--- src/rtl/prv_pkg.sv ---
package prv_pkg;

  typedef enum logic [1:0] {
    RG_SCU  = 2'd0,
    RG_IRQ  = 2'd1,
    RG_TMR  = 2'd2,
    RG_NONE = 2'd3
  } region_e;

  localparam int PAGE_W  = 4;
  localparam int LOCAL_W = 8;
  localparam int TREG_W  = 4;
  localparam int SEL_BIT = 5;

  localparam logic [LOCAL_W-1:0] SCU_CTRL = 8'h00;
  localparam logic [LOCAL_W-1:0] SCU_CFG  = 8'h04;
  localparam logic [LOCAL_W-1:0] SCU_STAT = 8'h08;
  localparam logic [LOCAL_W-1:0] SCU_INV  = 8'h0C;

  localparam logic [4:0] PPI_TIMER = 5'd29;
  localparam logic [4:0] PPI_WDOG  = 5'd30;

endpackage

--- src/rtl/prv_region_decode.sv ---
module prv_region_decode #(
  parameter int MAX_CPU = 4,
  parameter int NUM_CPU = 4,
  parameter int CPU_W   = 2
) (
  input  logic [11:0]      win_addr,
  input  logic [CPU_W-1:0] req_cpu,
  output prv_pkg::region_e region,
  output logic [CPU_W-1:0] cpu,
  output logic             cpu_ok,
  output logic [7:0]       off,
  output logic             sel
);
  import prv_pkg::*;

  // Page numbers (address bits [11:8]) derived from the CPU count.
  localparam logic [4:0] PG_IRQ_BANK  = 5'd1;
  localparam logic [4:0] PG_IRQ_ALIAS = 5'd2;
  localparam logic [4:0] PG_TMR_BANK  = 5'(2 + MAX_CPU);
  localparam logic [4:0] PG_TMR_ALIAS = 5'(3 + MAX_CPU);
  localparam logic [4:0] PG_END       = 5'(3 + 2 * MAX_CPU);
  localparam logic [4:0] N_CPU        = 5'(NUM_CPU);

  logic [4:0] page;
  logic [4:0] irq_alias_cpu;
  logic [4:0] tmr_alias_cpu;

  assign page          = {1'b0, win_addr[11:8]};
  assign irq_alias_cpu = page - PG_IRQ_ALIAS;
  assign tmr_alias_cpu = page - PG_TMR_ALIAS;

  always_comb begin
    region = RG_NONE;
    cpu    = '0;
    cpu_ok = 1'b0;
    if (page == 5'd0) begin
      region = RG_SCU;
      cpu_ok = 1'b1;
    end else if (page == PG_IRQ_BANK) begin
      region = RG_IRQ;
      cpu    = req_cpu;
      cpu_ok = 1'b1;
    end else if (page < PG_TMR_BANK) begin
      region = RG_IRQ;
      cpu    = irq_alias_cpu[CPU_W-1:0];
      cpu_ok = (irq_alias_cpu < N_CPU);
    end else if (page == PG_TMR_BANK) begin
      region = RG_TMR;
      cpu    = req_cpu;
      cpu_ok = 1'b1;
    end else if (page < PG_END) begin
      region = RG_TMR;
      cpu    = tmr_alias_cpu[CPU_W-1:0];
      cpu_ok = (tmr_alias_cpu < N_CPU);
    end
  end

  assign off = win_addr[7:0];
  assign sel = win_addr[SEL_BIT];

endmodule

--- src/rtl/prv_scu_regs.sv ---
module prv_scu_regs #(
  parameter int DATA_W  = 32,
  parameter int NUM_CPU = 4
) (
  input  logic              clk,
  input  logic              rst,
  input  logic              hit,
  input  logic              wr,
  input  logic [7:0]        off,
  input  logic              wbit,
  output logic [DATA_W-1:0] rdata,
  output logic              bad
);
  import prv_pkg::*;

  localparam logic [DATA_W-1:0] CFG_WORD =
    DATA_W'(((1 << NUM_CPU) - 1) << 4) | DATA_W'(NUM_CPU - 1);

  logic ctrl_q;

  always_ff @(posedge clk) begin
    if (rst) begin
      ctrl_q <= 1'b0;
    end else if (hit && wr && (off == SCU_CTRL)) begin
      ctrl_q <= wbit;
    end
  end

  always_comb begin
    rdata = '0;
    bad   = 1'b0;
    case (off)
      SCU_CTRL: rdata = {{(DATA_W-1){1'b0}}, ctrl_q};
      SCU_CFG:  rdata = CFG_WORD;
      SCU_STAT: rdata = '0;
      SCU_INV:  rdata = '0;
      default:  bad   = 1'b1;
    endcase
  end

  // invalidate-all writes never disturb the control bit
  assert_inv_no_effect_R4: assert property (@(posedge clk) disable iff (rst)
    (hit && wr && (off == SCU_INV)) |=> $stable(ctrl_q));

  // undecoded offsets return zero data
  assert_bad_reads_zero_R10: assert property (@(posedge clk) disable iff (rst)
    bad |-> (rdata == '0));

endmodule

--- src/rtl/prv_we_gen.sv ---
module prv_we_gen #(
  parameter int MAX_CPU = 4,
  parameter int CPU_W   = 2
) (
  input  logic                 wr_irq,
  input  logic                 wr_tmr,
  input  logic [CPU_W-1:0]     irq_idx,
  input  logic [CPU_W:0]       tmr_idx,
  output logic [MAX_CPU-1:0]   irq_we,
  output logic [2*MAX_CPU-1:0] tmr_we
);

  for (genvar g = 0; g < MAX_CPU; g++) begin : g_irq
    assign irq_we[g] = wr_irq && (irq_idx == CPU_W'(g));
  end

  for (genvar t = 0; t < 2 * MAX_CPU; t++) begin : g_tmr
    assign tmr_we[t] = wr_tmr && (tmr_idx == (CPU_W+1)'(t));
  end

endmodule

--- src/rtl/prv_rd_mux.sv ---
module prv_rd_mux #(
  parameter int DATA_W = 32
) (
  input  logic              clk,
  input  logic              rst,
  input  logic              rd_req,
  input  prv_pkg::region_e  region,
  input  logic              route_ok,
  input  logic              fault,
  input  logic [DATA_W-1:0] scu_rdata,
  input  logic [DATA_W-1:0] irq_rdata,
  input  logic [DATA_W-1:0] tmr_rdata,
  output logic              rd_valid,
  output logic [DATA_W-1:0] rd_data,
  output logic              err
);
  import prv_pkg::*;

  logic [DATA_W-1:0] pick;

  always_comb begin
    case (region)
      RG_SCU:  pick = scu_rdata;
      RG_IRQ:  pick = route_ok ? irq_rdata : '0;
      RG_TMR:  pick = route_ok ? tmr_rdata : '0;
      default: pick = '0;
    endcase
  end

  always_ff @(posedge clk) begin
    if (rst) begin
      rd_valid <= 1'b0;
      rd_data  <= '0;
      err      <= 1'b0;
    end else begin
      rd_valid <= rd_req;
      rd_data  <= rd_req ? pick : '0;
      err      <= fault;
    end
  end

  // data bus is quiet whenever no read result is presented
  assert_idle_data_zero_R11: assert property (@(posedge clk) disable iff (rst)
    !rd_valid |-> (rd_data == '0));

  // an unrouted interrupt/timer read returns zero
  assert_unrouted_zero_R9: assert property (@(posedge clk) disable iff (rst)
    (rd_req && !route_ok && (region != RG_SCU)) |=> (rd_data == '0));

endmodule

--- src/rtl/prv_window_dec.sv ---
module prv_window_dec #(
  parameter int ADDR_W  = 32,
  parameter int DATA_W  = 32,
  parameter int MAX_CPU = 4,
  parameter int NUM_CPU = 4,
  parameter int CPU_W   = (MAX_CPU > 1) ? $clog2(MAX_CPU) : 1
) (
  input  logic                 clk,
  input  logic                 rst,
  input  logic                 acc_en,
  input  logic                 acc_wr,
  input  logic [CPU_W-1:0]     acc_cpu,
  input  logic [ADDR_W-1:0]    acc_addr,
  input  logic [DATA_W-1:0]    acc_wdata,
  input  logic [DATA_W-1:0]    irq_rdata,
  input  logic [DATA_W-1:0]    tmr_rdata,
  output logic                 rd_valid,
  output logic [DATA_W-1:0]    rd_data,
  output logic                 acc_err,
  output logic [CPU_W-1:0]     irq_idx,
  output logic [7:0]           irq_off,
  output logic [MAX_CPU-1:0]   irq_we,
  output logic [CPU_W:0]       tmr_idx,
  output logic [3:0]           tmr_off,
  output logic [2*MAX_CPU-1:0] tmr_we,
  output logic [4:0]           tmr_irq_id
);
  import prv_pkg::*;

  localparam logic [4:0] PG_IRQ_ALIAS = 5'd2;
  localparam logic [4:0] PG_TMR_BANK  = 5'(2 + MAX_CPU);
  localparam logic [4:0] PG_TMR_ALIAS = 5'(3 + MAX_CPU);
  localparam logic [4:0] PG_END       = 5'(3 + 2 * MAX_CPU);
  localparam logic [4:0] N_CPU        = 5'(NUM_CPU);

  region_e           region;
  logic [CPU_W-1:0]  dec_cpu;
  logic              dec_ok;
  logic [7:0]        dec_off;
  logic              dec_sel;
  logic [DATA_W-1:0] scu_rdata;
  logic              scu_bad;
  logic              route_ok;
  logic              any_bad;
  logic              wr_irq;
  logic              wr_tmr;
  logic [4:0]        a_page;
  logic [1:0]        unused_bits;

  assign unused_bits = {^acc_addr[ADDR_W-1:12], ^acc_wdata[DATA_W-1:1]};
  assign a_page      = {1'b0, acc_addr[11:8]};

  prv_region_decode #(
    .MAX_CPU (MAX_CPU),
    .NUM_CPU (NUM_CPU),
    .CPU_W   (CPU_W)
  ) u_decode (
    .win_addr (acc_addr[11:0]),
    .req_cpu  (acc_cpu),
    .region   (region),
    .cpu      (dec_cpu),
    .cpu_ok   (dec_ok),
    .off      (dec_off),
    .sel      (dec_sel)
  );

  prv_scu_regs #(
    .DATA_W  (DATA_W),
    .NUM_CPU (NUM_CPU)
  ) u_scu (
    .clk   (clk),
    .rst   (rst),
    .hit   (acc_en && (region == RG_SCU)),
    .wr    (acc_wr),
    .off   (dec_off),
    .wbit  (acc_wdata[0]),
    .rdata (scu_rdata),
    .bad   (scu_bad)
  );

  assign route_ok = dec_ok && ((region == RG_IRQ) || (region == RG_TMR));
  assign any_bad  = (region == RG_NONE) || ((region == RG_SCU) && scu_bad);
  assign wr_irq   = acc_en && acc_wr && (region == RG_IRQ) && dec_ok;
  assign wr_tmr   = acc_en && acc_wr && (region == RG_TMR) && dec_ok;

  assign irq_idx    = (region == RG_IRQ) ? dec_cpu : '0;
  assign irq_off    = dec_off;
  assign tmr_idx    = (region == RG_TMR) ? {dec_cpu, dec_sel} : '0;
  assign tmr_off    = dec_off[TREG_W-1:0];
  assign tmr_irq_id = dec_sel ? PPI_WDOG : PPI_TIMER;

  prv_we_gen #(
    .MAX_CPU (MAX_CPU),
    .CPU_W   (CPU_W)
  ) u_we (
    .wr_irq  (wr_irq),
    .wr_tmr  (wr_tmr),
    .irq_idx (irq_idx),
    .tmr_idx (tmr_idx),
    .irq_we  (irq_we),
    .tmr_we  (tmr_we)
  );

  prv_rd_mux #(
    .DATA_W (DATA_W)
  ) u_rd (
    .clk       (clk),
    .rst       (rst),
    .rd_req    (acc_en && !acc_wr),
    .region    (region),
    .route_ok  (route_ok),
    .fault     (acc_en && any_bad),
    .scu_rdata (scu_rdata),
    .irq_rdata (irq_rdata),
    .tmr_rdata (tmr_rdata),
    .rd_valid  (rd_valid),
    .rd_data   (rd_data),
    .err       (acc_err)
  );

  // at most one interrupt slot written, and only by a write strobe
  assert_irq_we_onehot_R5: assert property (@(posedge clk) disable iff (rst)
    $onehot0(irq_we) && ((|irq_we) -> (acc_en && acc_wr)));

  // at most one timer instance written, and only by a write strobe
  assert_tmr_we_onehot_R7: assert property (@(posedge clk) disable iff (rst)
    $onehot0(tmr_we) && ((|tmr_we) -> (acc_en && acc_wr)));

  // the reported private interrupt is always the timer or watchdog one
  assert_ppi_range_R8: assert property (@(posedge clk) disable iff (rst)
    (tmr_irq_id == 5'd29) || (tmr_irq_id == 5'd30));

  // aliases of absent CPUs never write
  assert_alias_blocked_R9: assert property (@(posedge clk) disable iff (rst)
    (acc_en && (((a_page >= PG_IRQ_ALIAS) && (a_page < PG_TMR_BANK) &&
                 ((a_page - PG_IRQ_ALIAS) >= N_CPU)) ||
                ((a_page >= PG_TMR_ALIAS) && (a_page < PG_END) &&
                 ((a_page - PG_TMR_ALIAS) >= N_CPU))))
    |-> ((irq_we == '0) && (tmr_we == '0)));

  // error only follows an access to page 0 or past the map
  assert_err_origin_R10: assert property (@(posedge clk) disable iff (rst)
    acc_err |-> ($past(acc_en) && (($past(a_page) == 5'd0) ||
                                   ($past(a_page) >= PG_END))));

  // nothing past the map is written
  assert_no_we_past_map_R10: assert property (@(posedge clk) disable iff (rst)
    (acc_en && (a_page >= PG_END)) |-> ((irq_we == '0) && (tmr_we == '0)));

  // snoop-control word reads with only bit 0 possibly set
  assert_ctrl_upper_zero_R2: assert property (@(posedge clk) disable iff (rst)
    (rd_valid && ($past(acc_addr[11:0]) == 12'h000)) |-> (rd_data[DATA_W-1:1] == '0));

endmodule

--- config.mk ---
export PLATFORM = sky130hd
export DESIGN_NAME = prv_window_dec
export DESIGN_NICKNAME = d
export VERILOG_FILES = /design/src/rtl/prv_pkg.sv /design/src/rtl/prv_region_decode.sv /design/src/rtl/prv_scu_regs.sv /design/src/rtl/prv_we_gen.sv /design/src/rtl/prv_rd_mux.sv /design/src/rtl/prv_window_dec.sv
export SDC_FILE = /design/constraint.sdc
export NUM_CORES = 1
export LEC_CHECK = 0
export BUFFER_PORTS_ARGS = -buffer_cell sky130_fd_sc_hd__buf_2
export CELL_PAD_IN_SITES_DETAIL_PLACEMENT = 0
export CELL_PAD_IN_SITES_GLOBAL_PLACEMENT = 1
export CORE_ASPECT_RATIO = 2
export CORE_MARGIN = 5
export CORE_UTILIZATION = 22
export DETAILED_ROUTE_END_ITERATION = 16
export GPL_TIMING_DRIVEN = 0
export PLACE_DENSITY = 0.91
export SLEW_MARGIN = 20
export SYNTH_ARGS = -nofsm -noshare
export SYNTH_HDL_FRONTEND = slang
export SYNTH_SLANG_ARGS = --single-unit
--- constraint.sdc ---
create_clock -name clk -period 2.6 [get_ports clk]
set_input_delay 0.13 -clock clk [delete_from_list [all_inputs] [get_ports clk]]
set_output_delay 0.13 -clock clk [all_outputs]
set_load 0.02 [all_outputs]
* After elaboration in Yosys (flattened, before gate mapping)
Cells that the tools add are included.
W data, S select, Z words.
** Storage, ports and cells
- Flip-flop bits (word level) :: 35
- Word-level logic and storage cells :: 86
** Operators by class
- Add/sub/neg operators :: 2
- Equality and inequality tests :: 18
- Mux-type cells :: 23
- Bitwise logic cells :: 1
- Order comparisons :: 4
- Reduce and logical (&&, ||, !) cells :: 34
** Operators with widths (count)
- $pmux W32 S3 :: 1
- $mux W32 :: 2
- $logic_and A1 B1 Y1 :: 24
- $mux W2 :: 11
- $eq A8 B4 Y1 const B :: 2
- $pmux W8 S2 :: 1
- $eq A3 B3 Y1 const B :: 4
- $lt A5 B3 Y1 const B :: 2
- $eq A2 B2 Y1 const B :: 4
- $eq A8 B3 Y1 const B :: 1
- $logic_not A8 Y1 :: 1
- $mux W1 :: 7
- $eq A3 B2 Y1 const B :: 2
- $logic_not A5 Y1 :: 1
- $sub A4 B2 Y5 const B :: 1
- $sub A4 B3 Y5 const B :: 1
- $eq A2 B1 Y1 const B :: 2
- $eq A4 B1 Y1 const B :: 1
- $eq A4 B3 Y1 const B :: 1
- $logic_not A2 Y1 :: 2
- $lt A4 B3 Y1 const B :: 1
- $lt A4 B4 Y1 const B :: 1
- $reduce_or A4 Y1 :: 1
- $eq A3 B1 Y1 const B :: 1
- other kinds (6) :: 7

* Logic depth before layout (Yosys ltp)
Gate-level depths: netlist of run 1.
- Depth in word-level cells :: 11
- Mapped depth :: 10

* By module
From an unflattened synthesis of run 1, not the netlist that was laid out.
** Second synthesis, totals
- Cell total of the unflattened synthesis :: 283
- Area total of the unflattened synthesis :: 2428.6 sq um
** By module, submodules not included
- prv_rd_mux :: times used 1, cells each 151, area an instance 1401.3 sq um, sequential area each 680.7 sq um
- prv_region_decode :: times used 1, cells each 49, area an instance 374.1 sq um, sequential area each 0.0 sq um
- prv_scu_regs :: times used 1, cells each 43, area an instance 320.3 sq um, sequential area each 20.0 sq um
- prv_window_dec :: times used 1, cells each 28, area an instance 205.2 sq um, sequential area each 0.0 sq um
- prv_we_gen :: times used 1, cells each 12, area an instance 127.6 sq um, sequential area each 0.0 sq um

* Worst setup path after synthesis of run 1
OpenSTA, ideal clock, no wires.
- Path type :: input port to output port
- Start point :: input acc_addr[9]
- End point :: output tmr_we[0]
- Cell stages on the path :: 10
- Data arrival time :: 2.478 ns
- Path buffers :: 2
- Required time :: 2.470 ns
- Path slack :: -0.008 ns
- Path through :: inv_1 -> ha_1 -> or3b_4 -> and3_1 -> inv_1 -> ha_1 -> clkbuf_1 -> clkbuf_1 -> nand2_1 -> nor4_1
** On the way
- Cells in the longest elaborated chain, start to end :: 10
- Elaborated cells on any way between the ends :: 30
- Classes of those cells :: 2 x add/sub; 4 x order compare; 3 x eq/ne; 16 x mux; 5 x reduce/logical
** RTL lines
- start: declaration :: line prv_window_dec.sv:13 : input logic [ADDR_W-1:0] acc_addr,
- branches (longest 9 deep; another with $sub A4 B3 Y5)
- $logic_and A1 B1 Y1 (*) :: line prv_we_gen.sv:18 : assign tmr_we[t] = wr_tmr && (tmr_idx == (CPU_W+1)'(t));
- end: declaration :: line prv_window_dec.sv:25 : output logic [2*MAX_CPU-1:0] tmr_we,
Every way passes the cells marked *.

* Final worst setup path of run 1
- Start point :: input acc_addr[9]
- End point :: output tmr_we[6]
** On the way
- Cells in the longest elaborated chain, start to end :: 10
- Elaborated cells on any way between the ends :: 30
- Classes of those cells :: 2 x add/sub; 4 x order compare; 4 x eq/ne; 16 x mux; 4 x reduce/logical
** RTL lines (line)
- branches (longest 9 deep; another with $sub A4 B3 Y5)
- $logic_and A1 B1 Y1 (*) :: prv_we_gen.sv:18
Marks and branches as above.

==> results.sh, run 1 <==
export IMPL_drive_above_1_share=0.493
export IMPL_antenna_found_initial=0
export IMPL_postCtsSetupBuffers=0
export IMPL_initialDrtViolationCount=52
export IMPL_worstSetupPathType="input pin to primary output"
export IMPL_synth_avg_cell_area_um2=8.50
export IMPL_grt_overflow=0
export IMPL_synthMuxAreaShare=0.00548
export IMPL_syn_inst=215
export IMPL_path_max_fanout=10
export IMPL_synth_flop_cell="dfxtp_1"
export IMPL_die_w_um=74.5
export IMPL_arrival_ns=2.31
export IMPL_grt_setup_unrepaired="false"
export IMPL_setup_viol=0
export IMPL_num_rows=47
export IMPL_finalWirelength_um=6700
export IMPL_cts_root_buf="clkbuf_16"
export IMPL_ys_ff_latch=35
export IMPL_powerDensity_nw_per_um2=494
export IMPL_fmaxAchievable_mhz=410
export IMPL_whs_ns=0.0127
export IMPL_ant_nets=0
export IMPL_worst_slew_pin_slew_ns=0.625
export IMPL_io_buffers=147
export IMPL_cts_buffers_inserted=5
export IMPL_async_flop_share=0
export IMPL_syn_to_final_growth_pct=57.2
export IMPL_hp_class="input pin to register"
export IMPL_synthSimpleGateAreaFrac=0.212
export IMPL_floorplan_initialDensity=0.224
export IMPL_cp_start_kind="input pin"
export IMPL_first_global_vias=2113
export IMPL_io_pins=202
export IMPL_clockBufferDepth=2
export IMPL_insertedDiodeCount=0
export IMPL_cts_hold_buf=0
export IMPL_clk_pin_slew_ns=0.06
export IMPL_wl_per_cell_um=14.3
export IMPL_yosysSeqAreaShare=0.383
export IMPL_coreArea_um2=8170
export IMPL_synthAdderAreaFrac=0.0548
export IMPL_vdd_drop_max_mv=0.193
export IMPL_finalCritPeriodShare=0.939
export IMPL_vias=2161
export IMPL_grt_pass1_wl_um=10100
export IMPL_cts_sinks=35
export IMPL_synthXorXnorAreaFrac=0.00479
export IMPL_die_area_um2=10300
export IMPL_drt_first_pass_iters=4
export IMPL_drc_errors=0
export IMPL_cts_tree="done"
export IMPL_grt_max_degree=14
export IMPL_fin_nets=512
export IMPL_synth_area_um2=1830
export IMPL_final_max_slew_viol_count=0
export IMPL_place_area_um2=2690
export IMPL_fin_worst_skew_ns=0.0000569
export IMPL_status="finished clean"
export IMPL_synth_compound_area_frac=0.225
export IMPL_routabilityCongestion=0.859
export IMPL_vias_per_cell=4.61
export IMPL_htree_levels=2
export IMPL_period_needed_ns=2.44
export IMPL_yosysWarnings=0
export IMPL_worstSkewPairLatency_ns=0.28
export IMPL_hold_viol_final=0
export IMPL_synth_distinct_cells=40
export IMPL_drv_cap=0
export IMPL_die_h_um=139
export IMPL_fin_area_um2=2870
export IMPL_power_leakage_nw=1.44
export IMPL_synth_edf_count=0
export IMPL_dp_hpwl_um=5680
export IMPL_grt_usage=0.125
export IMPL_endpoint_kind="primary output"
export IMPL_relSlewSlack=0.580
export IMPL_synth_top_family_by_area="compound AO/OA/AOI/OAI gates"
export IMPL_cp_required_ns=2.47
==> critical path: stages <==
cell and delay (ns):
buf_2 0.15, inv_1 0.13, ha_1 0.20, or3b_4 0.42, and3_1 0.23, inv_1 0.10
ha_4 0.22, buf_4 0.20, nand2_1 0.11, nor4_1 0.19, buf_2 0.21
==> flip-flops by register name, indices dropped and copies added, names as in the netlist <==
register       count
u_rd.rd_data      32
u_rd.err           1
u_rd.rd_valid      1
u_scu.ctrl_q       1
==> layout make-up <==
cell class | instances | area [µm²]
sequential | 35 | 701
multi-input combinational | 144 | 961
clock inverter | 3 | 23.8
inverter | 8 | 30.0
clock buffer | 5 | 125
buffer | 29 | 175
fill | 852 | 5300
timing repair buffer | 147 | 736
tap | 98 | 123
==> per-layer routing <==
layer	global-route usage	vias up	part of all wire
met5	0	-	0
li1	-	1071	-
met2	0.234	100	0.53
met3	0.0189	15	0.082
met4	0.0713	0	0.037
met1	0.122	975	0.35
==> cell usage in the layout (no fill, tap or decap), types with 2 or more instances in the layout <==
cell type	Yosys	final
and2_1	3	3
buf_2	2	149
a21oi_1	3	3
inv_1	8	8
clkbuf_16	0	5
o21ai_0	6	6
dfxtp_1	35	35
nand2b_1	2	2
buf_4	16	17
nor2b_1	3	3
and3_1	2	2
conb_1	1	3
o22ai_1	2	2
a221oi_2	2	2
ha_1	8	7
nor2_1	37	37
nor4_1	13	13
clkbuf_1	12	10
clkinvlp_4	0	2
nand2_1	4	4
a22oi_1	32	32
==> Yosys cell counts (3+ instances only) <==
master	count	share of area
o21ai_0	6	0.016
clkbuf_1	12	0.025
inv_1	8	0.016
buf_4	16	0.066
dfxtp_1	35	0.38
and2_1	3	0.010
nor4_1	13	0.044
nand2_1	4	0.0082
a21oi_1	3	0.0082
nor2b_1	3	0.010
a22oi_1	32	0.13
nor2_1	37	0.076
ha_1	8	0.055
==> per-stage QoR <==
stage / utilization / setup WS, ns / power (mW) / TNS, ns / cells
after detailed placement: 0.330 / -0.548 / 0.842 / -6.70 / 462
after CTS: 0.349 / 0.0762 / 1.44 / 0 / 469
after floorplan: - / -0.00811 / 0.718 / -0.0324 / 217
final: 0.352 / 0.159 / 1.42 / 0 / 469
after global placement: 0.330 / -0.521 / 0.837 / -6.25 / 462
after global routing: 0.352 / 0.0126 / 1.49 / 0 / 469
==> timing repair <==
item	CTS	global route
resized for setup	4	4
cloned	0	0
endpoints found under the setup margin	10	7
==> final timing paths <==
kind | startpoint | to | slack (ns) | cells past startpoint
max | acc_addr[9] | tmr_we[6] | 0.16 | 11
min | rst | u_scu.ctrl_q | 0.01 | 2
max reg2reg | u_scu.ctrl_q | u_rd.rd_data[0] | 2.00 | 2
min reg2reg | u_scu.ctrl_q | u_scu.ctrl_q | 0.49 | 2
==> cell families after synthesis <==
group,after synthesis
xor gates and xnor gates,1
muxes,1
buffers and inverters,38
other,1
AOI/OAI and AO/OA,55
and+or+nand+nor,76
DFF,35
adders and majority gates,8
==> report_power, final <==
group          internal, mW  total [mW]  switching [mW]
clock                 0.357       0.586           0.229
combinational         0.130       0.294           0.164
sequential            0.540       0.541        0.000771
total                  1.03        1.42           0.393
(Power assumes the default switching activity.)
==> run 2, diff against run 1 <==
--- a/config.mk
+++ b/config.mk
@@ -9,7 +9,7 @@
 export CELL_PAD_IN_SITES_DETAIL_PLACEMENT = 0
 export CELL_PAD_IN_SITES_GLOBAL_PLACEMENT = 1
 export CORE_ASPECT_RATIO = 2
-export CORE_MARGIN = 5
+export CORE_MARGIN = 2
 export CORE_UTILIZATION = 22
 export DETAILED_ROUTE_END_ITERATION = 16
 export GPL_TIMING_DRIVEN = 0
==> run 2 against run 1 <==
Register-to-register slack about the same. Largest power group unchanged. Via count up 0.28%. Non-clock buffer count down 1.
==> results.sh, run 2 (synthesized netlist as in run 1, its figures left out) <==
export IMPL_hold_viol_final=0
export IMPL_drc_errors=0
export IMPL_worstSkewPairLatency_ns=0.28
export IMPL_cts_buffers_inserted=5
export IMPL_final_max_slew_viol_count=0
export IMPL_drt_first_pass_iters=4
export IMPL_vias_per_cell=4.63
export IMPL_finalCritPeriodShare=0.954
export IMPL_power_leakage_nw=1.44
export IMPL_routabilityCongestion=0.878
export IMPL_worstSetupPathType="input pin to primary output"
export IMPL_grt_pass1_wl_um=9420
export IMPL_drive_above_1_share=0.489
export IMPL_rr_endpoint="u_rd.rd_data[0]"
export IMPL_postCtsSetupBuffers=0
export IMPL_r2r_start="u_scu.ctrl_q"
export IMPL_status="finished clean"
export IMPL_r2r_setup_slack_ns=2.01
export IMPL_wl_met3_um=483
export IMPL_syn_to_final_growth_pct=56.6
export IMPL_grt_setup_unrepaired="true"
export IMPL_fin_worst_skew_ns=0.0000741
export IMPL_period_needed_ns=2.48
export IMPL_crit_path_end="tmr_idx[1]"
export IMPL_cp_num_buf_inv=5
export IMPL_vdd_drop_max_mv=0.220
export IMPL_largest_register="u_rd.rd_data"
export IMPL_grt_usage=0.138
export IMPL_cts_tree="done"
export IMPL_wl_per_cell_um=14.0
export IMPL_ant_nets=0
export IMPL_wl_met2_um=3400
export IMPL_powerDensity_nw_per_um2=487
export IMPL_relSlewSlack=0.573
export IMPL_finalWirelength_um=6540
export IMPL_die_h_um=133
export IMPL_fin_nets=511
export IMPL_r2r_cells=2
export IMPL_whs_ns=0.0356
export IMPL_path_cells="buf_2 > inv_1 > ha_1 > or3b_4 > and3_1 > inv_1 > ha_4 > clkbuf_1 > and2_1 > buf_2"
export IMPL_htree_levels=2
export IMPL_io_buffers=147
export IMPL_fin_util=0.350
export IMPL_setup_viol=0
export IMPL_fmaxAchievable_mhz=403
export IMPL_die_area_um2=9100
export IMPL_cp_required_ns=2.47
export IMPL_antenna_found_initial=0
export IMPL_grt_overflow=0
export IMPL_fin_area_um2=2860
export IMPL_clk_pin_slew_ns=0.05
export IMPL_path_max_fanout=10
export IMPL_initialDrtViolationCount=74
export IMPL_insertedDiodeCount=0
export IMPL_cp_top_family="buffers and inverters"
export IMPL_grt_max_degree=11
export IMPL_cts_root_buf="clkbuf_16"
export IMPL_cts_sinks=35
export IMPL_startpoint="acc_addr[9]"
export IMPL_arrival_ns=2.35
export IMPL_endpoint_kind="primary output"
export IMPL_io_pins=202
export IMPL_slowest_stage="or3b_4"
export IMPL_cp_slowest_stage_delay_ns=0.42
export IMPL_floorplan_initialDensity=0.224
export IMPL_final_cell_mix="buf_2, nor2_1, dfxtp_1"
export IMPL_place_area_um2=2690
export IMPL_clockBufferDepth=2
export IMPL_vias=2167
export IMPL_cp_depth=10
export IMPL_die_w_um=68.5
export IMPL_cp_start_kind="input pin"
export IMPL_largest_reg_flops=32
export IMPL_met1_length_um=2440
export IMPL_finalSetupTns_ns=0
export IMPL_hp_class="input pin to register"
export IMPL_mostFrequentLayoutCell="buf_2"
export IMPL_dp_hpwl_um=5480
export IMPL_drv_cap=0
export IMPL_coreArea_um2=8170
export IMPL_num_rows=47
export IMPL_first_global_vias=2002
export IMPL_worst_slew_pin_slew_ns=0.635
export IMPL_power_total_mw=1.39
export IMPL_highest_layer="met4"
run 2: changes by cell type in the layout (fill, tap and decap cells not counted):
cell        delta
buf_6          +1
clkbuf_1       +1
clkinv_2       +1
inv_6          -1
clkinvlp_4     -2
buf_4          -1
run 2: power breakdown:
part           leakage, nW  switching (mW)  internal, mW
combinational         1.09           0.165         0.131
clock               0.0679           0.203         0.353
sequential           0.282        0.000806         0.540
total                 1.44           0.370          1.03
run 2: through the flow:
step	instances	setup slack [ns]
after floorplan	217	-0.00811
after global placement	462	-0.454
after detailed placement	462	-0.490
after CTS	469	0.0124
after global routing	468	-0.00277
final	468	0.121
run 2: timing repair:
action,4_1_cts,5_1_grt
hold buffers,0,0
gates resized for setup,3,6
endpoints found under the setup margin,10,37
hold endpoints to repair,0,0
run 2: worst register-to-register path: cells and delay by family, from the launching register on:
| family | cells | cell delay [ns] |
|---|---|---|
| flops | 1 | 0.31 |
| simple gates | 1 | 0.09 |
| compound gates | 1 | 0.07 |
run 2: final cells by class:
| type | instances | area, µm² |
|---|---|---|
| timing repair buffer | 147 | 736 |
| inverter | 8 | 30.0 |
| sequential | 35 | 701 |
| fill | 909 | 5310 |
| multi-input combinational | 144 | 961 |
| buffer | 28 | 175 |
| clock buffer | 7 | 133 |
| clock inverter | 1 | 5.00 |
| tap | 98 | 123 |
run 2: worst min path at each step:
stage / startpoint / end / slack, ns / cells past startpoint
2_1_floorplan: acc_wr / u_rd.rd_valid / 0.20 / 1
3_3_place_gp: rst / u_scu.ctrl_q / 0.32 / 2
3_5_place_dp: rst / u_scu.ctrl_q / 0.33 / 2
4_1_cts: rst / u_scu.ctrl_q / 0.03 / 2
5_1_grt: rst / u_scu.ctrl_q / 0.05 / 2
6_report: rst / u_scu.ctrl_q / 0.04 / 2
run 2: per-layer routing:
layer  global-route usage  vias up
met5                    0        -
li1                     -     1069
met2                0.246      100
met4               0.0756        0
met3               0.0255       12
met1                0.143      986
==> run 3, diff against run 2 <==
--- a/config.mk
+++ b/config.mk
@@ -13,7 +13,7 @@
 export CORE_UTILIZATION = 22
 export DETAILED_ROUTE_END_ITERATION = 16
 export GPL_TIMING_DRIVEN = 0
-export PLACE_DENSITY = 0.91
+export PLACE_DENSITY_LB_ADDON = 0.12
 export SLEW_MARGIN = 20
 export SYNTH_ARGS = -nofsm -noshare
 export SYNTH_HDL_FRONTEND = slang
==> run 3 against run 2 <==
Global-route usage grew 1.0 points. Die area did not move. Register-to-register slack is essentially flat. Combinational power is essentially flat. Sequential power hardly changed. Non-clock buffer count grew 1. First-iteration DRC count down 12%. Wire length increased by 4.5%. Total power increased by 2.7%. Critical endpoint is now tmr_we[2]. Largest cell class unchanged. Highest routed layer unchanged.
==> results.sh, run 3 (synthesized netlist as in run 1, its figures left out) <==
export IMPL_status="finished clean"
export IMPL_cts_sinks=35
export IMPL_pre_cts_ws_ns=-0.597
export IMPL_die_w_um=68.5
export IMPL_num_rows=47
export IMPL_period_needed_ns=2.45
export IMPL_first_global_vias=2036
export IMPL_r2r_setup_slack_ns=2.01
export IMPL_highest_layer="met4"
export IMPL_initialDrtViolationCount=65
export IMPL_path_max_fanout=10
export IMPL_syn_to_final_growth_pct=57.1
export IMPL_fillers=880
export IMPL_arrival_ns=2.32
export IMPL_drc_errors=0
export IMPL_hp_class="input pin to register"
export IMPL_fmaxAchievable_mhz=408
export IMPL_worstSetupPathType="input pin to primary output"
export IMPL_hold_viol_final=0
export IMPL_htree_levels=2
export IMPL_finalSetupTns_ns=0
export IMPL_worstSkewPairLatency_ns=0.28
export IMPL_grt_max_degree=11
export IMPL_r2r_start="u_scu.ctrl_q"
export IMPL_rr_endpoint="u_rd.rd_data[0]"
export IMPL_cp_top_family="simple AND/OR/NAND/NOR gates"
export IMPL_cts_root_buf="clkbuf_16"
export IMPL_hold_path_end="u_scu.ctrl_q"
export IMPL_cp_required_ns=2.47
export IMPL_cp_slowest_stage_delay_ns=0.43
export IMPL_grt_pass1_wl_um=10000
export IMPL_drive_above_1_share=0.492
export IMPL_wl_per_cell_um=14.6
export IMPL_fin_ws_ns=0.151
export IMPL_mostFrequentLayoutCell="buf_2"
export IMPL_clockBufferDepth=2
export IMPL_grt_overflow=0
export IMPL_cp_start_kind="input pin"
export IMPL_die_h_um=133
export IMPL_drv_cap=0
export IMPL_wl_met3_um=530
export IMPL_dp_hpwl_um=5600
export IMPL_finalCritPeriodShare=0.942
export IMPL_power_total_mw=1.43
export IMPL_vias_per_cell=4.51
export IMPL_worst_slew_pin_slew_ns=0.704
export IMPL_relSlewSlack=0.526
export IMPL_grt_usage=0.148
export IMPL_final_max_slew_viol_count=0
export IMPL_power_leakage_nw=1.45
export IMPL_min_delay_start="rst"
export IMPL_insertedDiodeCount=0
export IMPL_die_area_um2=9100
export IMPL_fin_nets=512
export IMPL_powerDensity_nw_per_um2=499
export IMPL_endpoint_kind="primary output"
export IMPL_routabilityCongestion=0.868
export IMPL_coreArea_um2=8170
export IMPL_final_cell_mix="buf_2, nor2_1, dfxtp_1"
export IMPL_clk_pin_slew_ns=0.05
export IMPL_setup_viol=0
export IMPL_ant_nets=0
export IMPL_drt_first_pass_iters=5
export IMPL_vdd_drop_max_mv=0.229
export IMPL_vias=2112
export IMPL_io_pins=202
export IMPL_antenna_found_initial=0
export IMPL_cts_tree="done"
export IMPL_wl_met2_um=3760
export IMPL_largest_reg_flops=32
export IMPL_largest_register="u_rd.rd_data"
export IMPL_slowest_stage="or3b_4"
export IMPL_finalWirelength_um=6830
export IMPL_cts_buffers_inserted=5
export IMPL_fin_worst_skew_ns=0.0000915
export IMPL_min_delay_path_depth=2
export IMPL_floorplan_initialDensity=0.224
export IMPL_met1_length_um=2320
export IMPL_path_cells="buf_2 > inv_1 > ha_1 > or3b_4 > and3_1 > inv_1 > ha_4 > clkbuf_8 > nand2_1 > nor4_1 > buf_2"
export IMPL_r2r_cells=2
export IMPL_cp_num_buf_inv=5
export IMPL_io_buffers=147
-- run 3: metal layers --
layer / vias up / GRT usage
met1: 931 / 0.146
met2: 103 / 0.273
met3: 13 / 0.0255
li1: 1065 / -
met4: 0 / 0.0811
met5: - / 0
-- run 3: stage by stage --
stage,hold WS [ns],util,area [µm²],std cells
2_1_floorplan,0.202,-,1840,217
3_3_place_gp,0.322,0.330,2690,462
3_5_place_dp,0.317,0.330,2690,462
4_1_cts,0.0137,0.348,2850,468
5_1_grt,0.0183,0.351,2870,468
6_report,0.0250,0.351,2870,468
-- run 3: how the worst max path moves through the flow --
| stage | from | to | slack, ns | cells past startpoint |
|---|---|---|---|---|
| floorplan | acc_addr[9] | tmr_we[0] | -0.008 | 10 |
| global placement | acc_addr[9] | tmr_we[2] | -0.51 | 12 |
| detailed placement | acc_addr[9] | tmr_we[2] | -0.60 | 12 |
| CTS | acc_addr[9] | tmr_we[2] | 0.03 | 11 |
| global route | acc_addr[9] | tmr_we[2] | -0.008 | 11 |
| finish | acc_addr[9] | tmr_we[2] | 0.15 | 11 |
-- run 3: layout make-up --
class	count	area, µm²	area share
multi-input cells	144	956	0.333
plain buffers	29	183	0.0636
clock inverters	1	5.00	0.00174
flip-flops and latches	35	701	0.244
well taps	98	123	0.0427
repair buffers	147	736	0.256
clock buffers	6	139	0.0484
inverters	8	30.0	0.0105
-- run 3: power by group --
| part | switching, mW | internal [mW] |
|---|---|---|
| sequential | 0.000654 | 0.540 |
| combinational | 0.166 | 0.131 |
| clock | 0.220 | 0.374 |
-- run 3: timing repair --
action,4_1_cts,5_1_grt
pin swaps,0,0
gates resized for setup,4,5
hold buffers,0,0
hold endpoints to repair,0,0
endpoints found under the setup margin,10,18
buffers inserted,0,0
